[src/rtl/pllcs_pkg.sv]
// Package: field layout shared by the PLL control/status register.
// Assumes at most four PLLs so that all fields sit below the clear strobe.
package pllcs_pkg;
    localparam int FIELD_W   = 4;
    localparam int CLR_BIT   = 16;
    localparam int MAX_PLL   = CLR_BIT / FIELD_W;

    // One PLL field, most significant bit first.
    typedef struct packed {
        logic lost_ref;   // sticky: reference clock went away
        logic lost_lock;  // sticky: lock dropped
        logic locked;     // live, synchronized lock
        logic in_reset;   // reset control
    } pll_field_t;
endpackage

[src/rtl/pllcs_sync.sv]
// Module: multi-stage synchronizer bank for asynchronous level inputs.
// Assumes inputs hold each level for at least one clock; reset clears all stages.
module pllcs_sync #(
    parameter int W      = 8,
    parameter int STAGES = 2
) (
    input  logic         clk,
    input  logic         rst_n,
    input  logic [W-1:0] d,
    output logic [W-1:0] q
);
    logic [W-1:0] pipe [STAGES];

    // Shift the inputs through the synchronizer stages.
    always_ff @(posedge clk) begin
        if (!rst_n) begin
            for (int i = 0; i < STAGES; i++) pipe[i] <= '0;
        end else begin
            pipe[0] <= d;
            for (int i = 1; i < STAGES; i++) pipe[i] <= pipe[i-1];
        end
    end

    assign q = pipe[STAGES-1];


    sync_shift_chk: assert property (@(posedge clk) disable iff (!rst_n)
        1'b1 |=> (q == $past(pipe[STAGES-2])));
endmodule

[src/rtl/pllcs_channel.sv]
// Module: one PLL's field: reset control, live lock and two sticky alarms.
// Assumes lock_s/ref_s are already synchronized to clk.
module pllcs_channel
    import pllcs_pkg::*;
(
    input  logic       clk,
    input  logic       rst_n,
    input  logic       wr_en,
    input  logic       wr_rst,
    input  logic       clr_all,
    input  logic       lock_s,
    input  logic       ref_s,
    output logic       rst_q,
    output pll_field_t field
);
    logic lock_d, ref_d;
    logic stk_lock, stk_ref;
    logic lock_fall, ref_fall;

    assign lock_fall = lock_d & ~lock_s;
    assign ref_fall  = ref_d & ~ref_s;

    // Reset control bit, written directly by software.
    always_ff @(posedge clk) begin
        if (!rst_n)     rst_q <= 1'b1;
        else if (wr_en) rst_q <= wr_rst;
    end

    // Delayed copies for falling-edge detection.
    always_ff @(posedge clk) begin
        if (!rst_n) begin
            lock_d <= 1'b0;
            ref_d  <= 1'b0;
        end else begin
            lock_d <= lock_s;
            ref_d  <= ref_s;
        end
    end

    // Sticky alarms: an event has priority over the clear strobe.
    always_ff @(posedge clk) begin
        if (!rst_n) begin
            stk_lock <= 1'b0;
            stk_ref  <= 1'b0;
        end else begin
            if (lock_fall)    stk_lock <= 1'b1;
            else if (clr_all) stk_lock <= 1'b0;
            if (ref_fall)     stk_ref  <= 1'b1;
            else if (clr_all) stk_ref  <= 1'b0;
        end
    end

    assign field = '{lost_ref: stk_ref, lost_lock: stk_lock,
                     locked: lock_s, in_reset: rst_q};


    rst_write_chk: assert property (@(posedge clk) disable iff (!rst_n)
        wr_en |=> (rst_q == $past(wr_rst)));

    lock_loss_sets_chk: assert property (@(posedge clk) disable iff (!rst_n)
        (lock_d && !lock_s) |=> field.lost_lock);

    sticky_hold_chk: assert property (@(posedge clk) disable iff (!rst_n)
        (field.lost_lock && !clr_all) |=> field.lost_lock);

    no_spurious_chk: assert property (@(posedge clk) disable iff (!rst_n)
        (!field.lost_ref && !(ref_d && !ref_s)) |=> !field.lost_ref);

    clear_works_chk: assert property (@(posedge clk) disable iff (!rst_n)
        (clr_all && !(ref_d && !ref_s)) |=> !field.lost_ref);

    event_wins_chk: assert property (@(posedge clk) disable iff (!rst_n)
        (clr_all && lock_d && !lock_s) |=> field.lost_lock);
endmodule

[src/rtl/pll_ctl_status_reg.sv]
// Module: top of the quad PLL control/status register.
// Assumes one-cycle write strobes; readback is combinational from register state.
module pll_ctl_status_reg
    import pllcs_pkg::*;
#(
    parameter int NUM_PLL     = 4,
    parameter int DATA_W      = 32,
    parameter int SYNC_STAGES = 2
) (
    input  logic              clk,
    input  logic              rst_n,
    input  logic              wr_en,
    input  logic [DATA_W-1:0] wr_data,
    output logic [DATA_W-1:0] rd_data,
    input  logic [NUM_PLL-1:0] pll_lock,
    input  logic [NUM_PLL-1:0] pll_refclk_ok,
    output logic [NUM_PLL-1:0] pll_rst
);
    localparam int SYNC_W = 2 * NUM_PLL;

    // Write bits that carry meaning: one reset bit per PLL plus the clear strobe.
    function automatic logic [DATA_W-1:0] used_mask();
        logic [DATA_W-1:0] m = '0;
        for (int n = 0; n < NUM_PLL; n++) m[n*FIELD_W] = 1'b1;
        m[CLR_BIT] = 1'b1;
        return m;
    endfunction
    localparam logic [DATA_W-1:0] USED_MASK = used_mask();

    logic [SYNC_W-1:0] sync_q;
    logic              clr_all;
    logic              unused_wr_bits;
    pll_field_t        fields [NUM_PLL];

    assign clr_all        = wr_en & wr_data[CLR_BIT];
    assign unused_wr_bits = ^(wr_data & ~USED_MASK);

    pllcs_sync #(.W(SYNC_W), .STAGES(SYNC_STAGES)) u_sync (
        .clk   (clk),
        .rst_n (rst_n),
        .d     ({pll_refclk_ok, pll_lock}),
        .q     (sync_q)
    );

    for (genvar n = 0; n < NUM_PLL; n++) begin : g_pll
        pllcs_channel u_chan (
            .clk     (clk),
            .rst_n   (rst_n),
            .wr_en   (wr_en),
            .wr_rst  (wr_data[n*FIELD_W]),
            .clr_all (clr_all),
            .lock_s  (sync_q[n]),
            .ref_s   (sync_q[NUM_PLL+n]),
            .rst_q   (pll_rst[n]),
            .field   (fields[n])
        );
    end

    // Pack the per-PLL fields into the readback word.
    always_comb begin
        rd_data = '0;
        for (int n = 0; n < NUM_PLL; n++) rd_data[n*FIELD_W +: FIELD_W] = fields[n];
    end


    upper_zero_chk: assert property (@(posedge clk) disable iff (!rst_n)
        wr_en |=> (rd_data[DATA_W-1:CLR_BIT] == '0));
endmodule

[config.mk]
export PLATFORM = sky130hd
export DESIGN_NAME = pll_ctl_status_reg
export DESIGN_NICKNAME = d
export VERILOG_FILES = /design/src/rtl/pllcs_pkg.sv /design/src/rtl/pllcs_sync.sv /design/src/rtl/pllcs_channel.sv /design/src/rtl/pll_ctl_status_reg.sv
export SDC_FILE = /design/constraint.sdc
export NUM_CORES = 1
export LEC_CHECK = 0
export ABC_AREA = 1
export BUFFER_PORTS_ARGS = -buffer_cell sky130_fd_sc_hd__buf_4
export CAP_MARGIN = 20
export CORE_ASPECT_RATIO = 1.75
export CORE_MARGIN = 2
export CORE_UTILIZATION = 43
export DETAILED_ROUTE_END_ITERATION = 7
export PLACE_DENSITY = 0.77
export SYNTH_ARGS = -nofsm -noshare
export SYNTH_HDL_FRONTEND = slang
export SYNTH_SLANG_ARGS = --single-unit
[constraint.sdc]
create_clock -name clk -period 0.8 [get_ports clk]
set_input_delay 0.16 -clock clk [delete_from_list [all_inputs] [get_ports clk]]
set_output_delay 0.16 -clock clk [all_outputs]
set_load 0.01 [all_outputs]
==> results of run 1 <==
==> where the power goes <==
part | switching (mW) | total [mW] | internal, mW
registers | 0.0395 | 1.91 | 1.87
logic | 0.162 | 0.337 | 0.176
clock network | 0.586 | 1.51 | 0.924
total | 0.787 | 3.76 | 2.97
==> cell usage after synthesis <==
| master | instances |
|---|---|
| nand2_2 | 1 |
| conb_1 | 1 |
| dfxtp_1 | 36 |
| buf_2 | 1 |
| nand2_1 | 48 |
| inv_1 | 33 |
| buf_6 | 1 |
| a21oi_1 | 8 |
| buf_4 | 37 |
| inv_2 | 1 |
| nand3_1 | 4 |
==> cell type report <==
type / instances / area, um^2
fill: 295 / 1400
sequential: 36 / 743
timing repair buffer: 38 / 365
multi-input combinational: 77 / 310
inverter: 34 / 128
clock buffer: 6 / 72.6
tap: 43 / 53.8
clock inverter: 2 / 35.0
==> worst paths after layout <==
kind | startpoint | end | slack, ns | cells past startpoint
setup / recovery | g_pll[2].u_chan.rst_q | pll_rst[2] | -0.10 | 1
hold / removal | pll_refclk_ok[0] | u_sync.pipe[0][4] | 0.06 | 3
setup reg to reg | u_sync.pipe[0][8] | g_pll[0].u_chan.stk_lock | 0.05 | 4
hold reg to reg | u_sync.pipe[0][0] | u_sync.pipe[0][8] | 0.40 | 2
==> cell families (layout without fill, tap and decap cells) <==
logic type	Yosys count	after routing
AND/OR/NAND/NOR	53	53
buffers and inverters	73	80
other	1	16
AO/OA/AOI/OAI	8	8
flip-flops	36	36
==> state kept, by name, summed over array words and instances (netlist names) <==
signal	count
g_pll.u_chan.rst_q	4
g_pll.u_chan.stk_ref	4
u_sync.pipe	16
g_pll.u_chan.stk_lock	4
g_pll.u_chan.ref_d	4
g_pll.u_chan.lock_d	4
==> per-stage QoR <==
stage | cells | TNS, ns | hold slack (ns)
3_5_place_dp | 226 | 0 | 0.345
5_1_grt | 236 | -2.28 | 0.0460
3_3_place_gp | 226 | 0 | 0.341
4_1_cts | 236 | -1.92 | 0.0481
6_report | 236 | -1.70 | 0.0598
2_1_floorplan | 186 | 0 | 0.258
==> layout by cell type (no fill, tap or decap), drive strengths merged <==
master   n
a21oi    8
buf     38
bufinv   1
clkbuf   6
clkinv   1
conb    16
dfxtp   36
inv     34
nand2   49
nand3    4
==> per-layer routing <==
| layer | GRT usage (%) | part of all wire [%] |
|---|---|---|
| met1 | 12.2 | 38 |
| met4 | 7.50 | 3.2 |
| met3 | 4.09 | 8.3 |
| met5 | 0 | 0 |
| met2 | 16.2 | 51 |
==> repair_timing <==
action                     CTS  global route
resized for setup           30             6
setup buffers                2             0
setup endpoints to repair   20            21
==> flow_summary_export.csv, run 1 <==
group,metric,value,unit
power_and_ir_drop,pwr_density_cell,2200,mW/mm^2
status,status,"finished, violations left",
grt,grt_pass1_wl,2900,um
setup_path,crit_buf_inv,1,
detailed_routing,ant_nets,0,
detailed_routing,drcViolationCount,0,
detailed_routing,drt-pass1-iter-count,4,
setup_path,crit_path_top_delay_cell,"dfxtp_2",
synth,yosysSeqAreaShare,51.8,%
synth,syn_area_per_cell,8.14,um^2
setup_path,arrival,0.74,ns
power_and_ir_drop,peakVddDrop,0.00145,V
status,violations,"setup timing",
synth,ys_ff_latch,36,
placed_design,io_buffers,35,
worst_hold_path,hp-class,"input pin to flop",
setup_path,worstPathRequired,0.64,ns
setup_path,slowest_delay,0.36,ns
synth,synth_mux_area_share,0,%
detailed_routing,vias,870,
clock_tree,clock_sinks,36,
grt,grtUsageTotal,10.9,%
floorplanning,std_cell_rows,27,
synth,yosys.area.top_type,"dfxtp_1",
setup_path,crit_path_end_kind,"output port",
synth,netlist_area,0.00139,mm^2
setup_path,cp_max_fo,3,
floorplanning,io_pins,79,
synth,synth-simple-area-share,14.8,%
timing,period_share,113,%
clock_tree,numCtsBuffers,5,
placed_design,dp_slack,0.0809,ns
floorplanning,fp.dieH,79.3,um
detailed_routing,vias_per_cell,3.69,
synth,synth_area_leaders,"dfxtp_1 (52%), buf_4 (20%), nand2_1 (13%)",
floorplanning,dieArea,0.00373,mm^2
job,maxCapViolations,0,
synth,synth_xor_xnor_area_share,0,%
synth,synth_top_area_share,51.8,%
synth,synth_fa_ha_area_share,0,%
synth,ys_warn_count,0,
synth,synth-compound-area-share,2.88,%
setup_path,cp_top_family,"flip-flops",
synth,synthCells,171,
timing,rsz0062_at_grt,"true",
floorplanning,core-area,0.00311,mm^2
synth,synth_cell_types,11,
detailed_routing,wire_per_inst,7.58,um
floorplanning,initial_core_util,44.8,%
cells_and_area,finalCoreUtilization,55.0,%
timing,maxSlewViolCount,0,
cells_and_area,diodes,0,
clock_tree,cts_root_buf,"clkbuf_8",
cells_and_area,syn_to_final_growth,22.6,%
timing,clock_skew,0.00334,ns
timing,fin_ws,-0.104,ns
timing,hold_viol,0,
timing,setup_viol,20,
clock_tree,clk_latency,0.28,ns
timing,min_period,0.904,ns
placed_design,gp_congestion,0.648,
setup_path,path_cells,"buf_6",
clock_tree,cts.path.max_buffers,2,
cells_and_area,nets,235,
power_and_ir_drop,p_leak,0.937,nW
cells_and_area,layout-drive-gt1-share,33.2,%
clock_tree,htreeDepth,2,
floorplanning,die_width,47.0,um
clock_tree,cts_tree,"yes",
setup_path,crit_type,"flop to output port",
detailed_routing,wl,1790,um
synth,synth_top_family_by_area,"buffers and inverters",
grt,grt_pass1_vias,712,
cells_and_area,fin_area,0.00171,mm^2
grt,grt_max_degree,18,
placed_design,dp_hpwl,1230,um
clock_tree,postCtsHoldBufs,0,
grt,grt.overflow.total,0,
placed_design,post_dp_cell_area,0.00149,mm^2
timing,fmax,1110,MHz
grt,antenna_found_initial,0,
clock_tree,path_clk_slew,0.07,ns
setup_path,start_kind,"flop",
power_and_ir_drop,p_total,3.76,mW
detailed_routing,drt_iter0_markers,10,
Note: power is estimated with default switching activity, not from simulation.
==> run 2: changes to the inputs <==
--- a/config.mk
+++ b/config.mk
@@ -16,3 +16,4 @@
 export SYNTH_ARGS = -nofsm -noshare
 export SYNTH_HDL_FRONTEND = slang
 export SYNTH_SLANG_ARGS = --single-unit
+export TNS_END_PERCENT = 1
==> constraint.sdc (replaced) <==
create_clock -name clk -period 0.8 [get_ports clk]
set_input_delay 0.08 -clock clk [delete_from_list [all_inputs] [get_ports clk]]
set_output_delay 0.08 -clock clk [all_outputs]
set_load 0.01 [all_outputs]
==> run 2 against run 1 <==
The run still ends with setup timing left; count of clock-buffer cells in the layout up 2; clock skew about the same; via count up 1.8%; utilization up 0.97 points; sequential cell count unchanged; combinational power up 5%; routed wire length up 7.0%; critical path type unchanged; largest cell class unchanged.
==> flow_summary_export.csv, run 2 (synthesized netlist as in run 1, its figures left out) <==
group,metric,value,unit
setup_path,arrival,0.75,ns
setup_path,start_kind,"flop",
setup_path,path_cells,"buf_4",
power_and_ir_drop,clockPowerShare,35.6,%
setup_path,crit_path_top_delay_cell,"dfxtp_2",
setup_path,crit_type,"flop to output port",
cells_and_area,nets,241,
status,violations,"setup timing",
clock_tree,path_clk_slew,0.06,ns
power_and_ir_drop,switching_share,21.6,%
placed_design,dp_slack,0.0918,ns
detailed_routing,wl,1910,um
floorplanning,die_width,47.0,um
placed_design,post_dp_cell_area,0.00147,mm^2
clock_tree,cts.path.max_buffers,2,
power_and_ir_drop,peakVddDrop,0.00120,V
clock_tree,clk_latency,0.28,ns
setup_path,r2r_start,"u_sync.pipe[0][9]",
cells_and_area,fin_area,0.00174,mm^2
detailed_routing,drt-pass1-iter-count,4,
setup_path,reg2reg_depth,3,
timing,tns,-0.205,ns
grt,grt_pass1_vias,667,
timing,rsz0062_at_grt,"true",
worst_hold_path,hold_end,"g_pll[2].u_chan.rst_q",
cells_and_area,layout-drive-gt1-share,29.6,%
grt,gr-usage-met3,4.32,%
grt,grtUsageTotal,10.7,%
floorplanning,io_pins,79,
detailed_routing,wire_per_inst,7.91,um
timing,fmax,1200,MHz
job,maxCapViolations,0,
grt,top_usage_layer,"met2",
cells_and_area,final_common_cell,"nand2_1",
timing,maxSlewViolCount,0,
setup_path,reg2reg_slack,0.19,ns
status,status,"finished, violations left",
grt,grtUsageMet2,17.7,%
floorplanning,initial_core_util,44.8,%
setup_path,cp_top_family,"flip-flops",
timing,setup_viol,12,
grt,grt_use_met1,8.94,%
power_and_ir_drop,p_leak,0.943,nW
detailed_routing,vias_per_cell,3.66,
worst_hold_path,hold_depth,3,
grt,antenna_found_initial,0,
placed_design,io_buffers,35,
power_and_ir_drop,p_comb_share,10.0,%
timing,holdWs,0.0128,ns
timing,hold_viol,0,
power_and_ir_drop,p_total,3.52,mW
worst_hold_path,hp-class,"input pin to flop",
power_and_ir_drop,p_seq_share,54.3,%
floorplanning,std_cell_rows,27,
cells_and_area,largest-register,"u_sync.pipe",
clock_tree,numCtsBuffers,5,
clock_tree,cts_root_buf,"clkbuf_8",
setup_path,r2r_end,"g_pll[1].u_chan.stk_lock",
timing,period_share,104,%
timing,min_period,0.831,ns
placed_design,dp_hpwl,1220,um
clock_tree,htreeDepth,2,
setup_path,crit_path_end_kind,"output port",
clock_tree,clock_sinks,36,
clock_tree,cts_setup_buffers,0,
grt,grt.overflow.total,0,
detailed_routing,drcViolationCount,0,
floorplanning,fp.dieH,79.3,um
cells_and_area,fillers,306,
grt,grt_pass1_wl,2700,um
detailed_routing,drt_iter0_markers,11,
cells_and_area,syn_to_final_growth,24.8,%
power_and_ir_drop,pwr_density_cell,2030,mW/mm^2
floorplanning,dieArea,0.00373,mm^2
setup_path,slowest_delay,0.33,ns
power_and_ir_drop,p_int,2.76,mW
setup_path,crit_buf_inv,1,
floorplanning,core-area,0.00311,mm^2
timing,clock_skew,0.00312,ns
detailed_routing,vias,886,
cells_and_area,mostFrequentLayoutCells,"nand2_1 (48), inv_1 (33), dfxtp_1 (20), buf_4 (18), buf_6 (17)",
detailed_routing,ant_nets,0,
power_and_ir_drop,switching_power,759,uW
grt,grt_max_degree,30,
timing,fin_ws,-0.0314,ns
clock_tree,cts_tree,"yes",
placed_design,gp_congestion,0.644,
setup_path,cp_max_fo,3,
cells_and_area,diodes,0,
worst_hold_path,min_from,"wr_data[8]",
setup_path,worstPathRequired,0.72,ns
cells_and_area,largest_register_ffs,16,
## run 2: changes by cell type in the layout (fill, tap and decap cells not counted), sizes merged
cell         delta
dlygate4sd3     +9
bufinv          -1
clkinv          -1
clkbuf          +2
buf             -3
## run 2: cell type report
| type | instances | area, um^2 | area share, % |
|---|---|---|---|
| clock buffer | 8 | 90.1 | 5.18 |
| inverter | 34 | 128 | 7.34 |
| multi-input combinational | 77 | 307 | 17.6 |
| sequential | 36 | 743 | 42.8 |
| tap | 43 | 53.8 | 3.10 |
| timing repair buffer | 44 | 417 | 24.0 |
## run 2: through the flow
stage                     instances  utilization (%)
after floorplan                 186                -
after global placement          225             47.3
after detailed placement        225             47.3
after CTS                       242             54.3
after global routing            242             55.9
final                           242             55.9
## run 2: what timing repair did
item	in CTS	in global routing
endpoints found under the setup margin	20	20
endpoints found under the hold margin	9	0
gates resized for setup	16	18
hold buffers	9	0
## run 2: worst min-delay path: stages
cell and delay [ns]:
buf_4 0.07, nand2_1 0.04, nand3_1 0.07
## run 2: power by group through the flow
stage	Clock (mW)	Combinational, mW	Sequential [mW]
after detailed placement	0	0.295	1.94
after CTS	1.31	0.340	1.91
after global routing	1.39	0.391	1.92
after global placement	0	0.290	1.94
final	1.25	0.353	1.91
after floorplan	0	0.283	1.93
## run 2: how the worst max path moves through the flow
stage / startpoint / endpoint / slack [ns] / cells after the start
floorplan: u_sync.pipe[0][11] / g_pll[3].u_chan.stk_lock / 0.24 / 3
global placement: rst_n / g_pll[2].u_chan.stk_ref / 0.12 / 3
detailed placement: rst_n / g_pll[1].u_chan.stk_lock / 0.09 / 3
CTS: g_pll[2].u_chan.rst_q / pll_rst[2] / -0.04 / 1
global route: g_pll[3].u_chan.rst_q / pll_rst[3] / -0.06 / 1
finish: g_pll[0].u_chan.rst_q / rd_data[0] / -0.03 / 1
## run 2: metal layers
| layer | wire length, um | part of all wire (%) |
|---|---|---|
| met1 | 709 | 37 |
| met5 | 0 | 0 |
| met2 | 1020 | 53 |
| met3 | 133 | 6.9 |
| met4 | 55 | 2.9 |
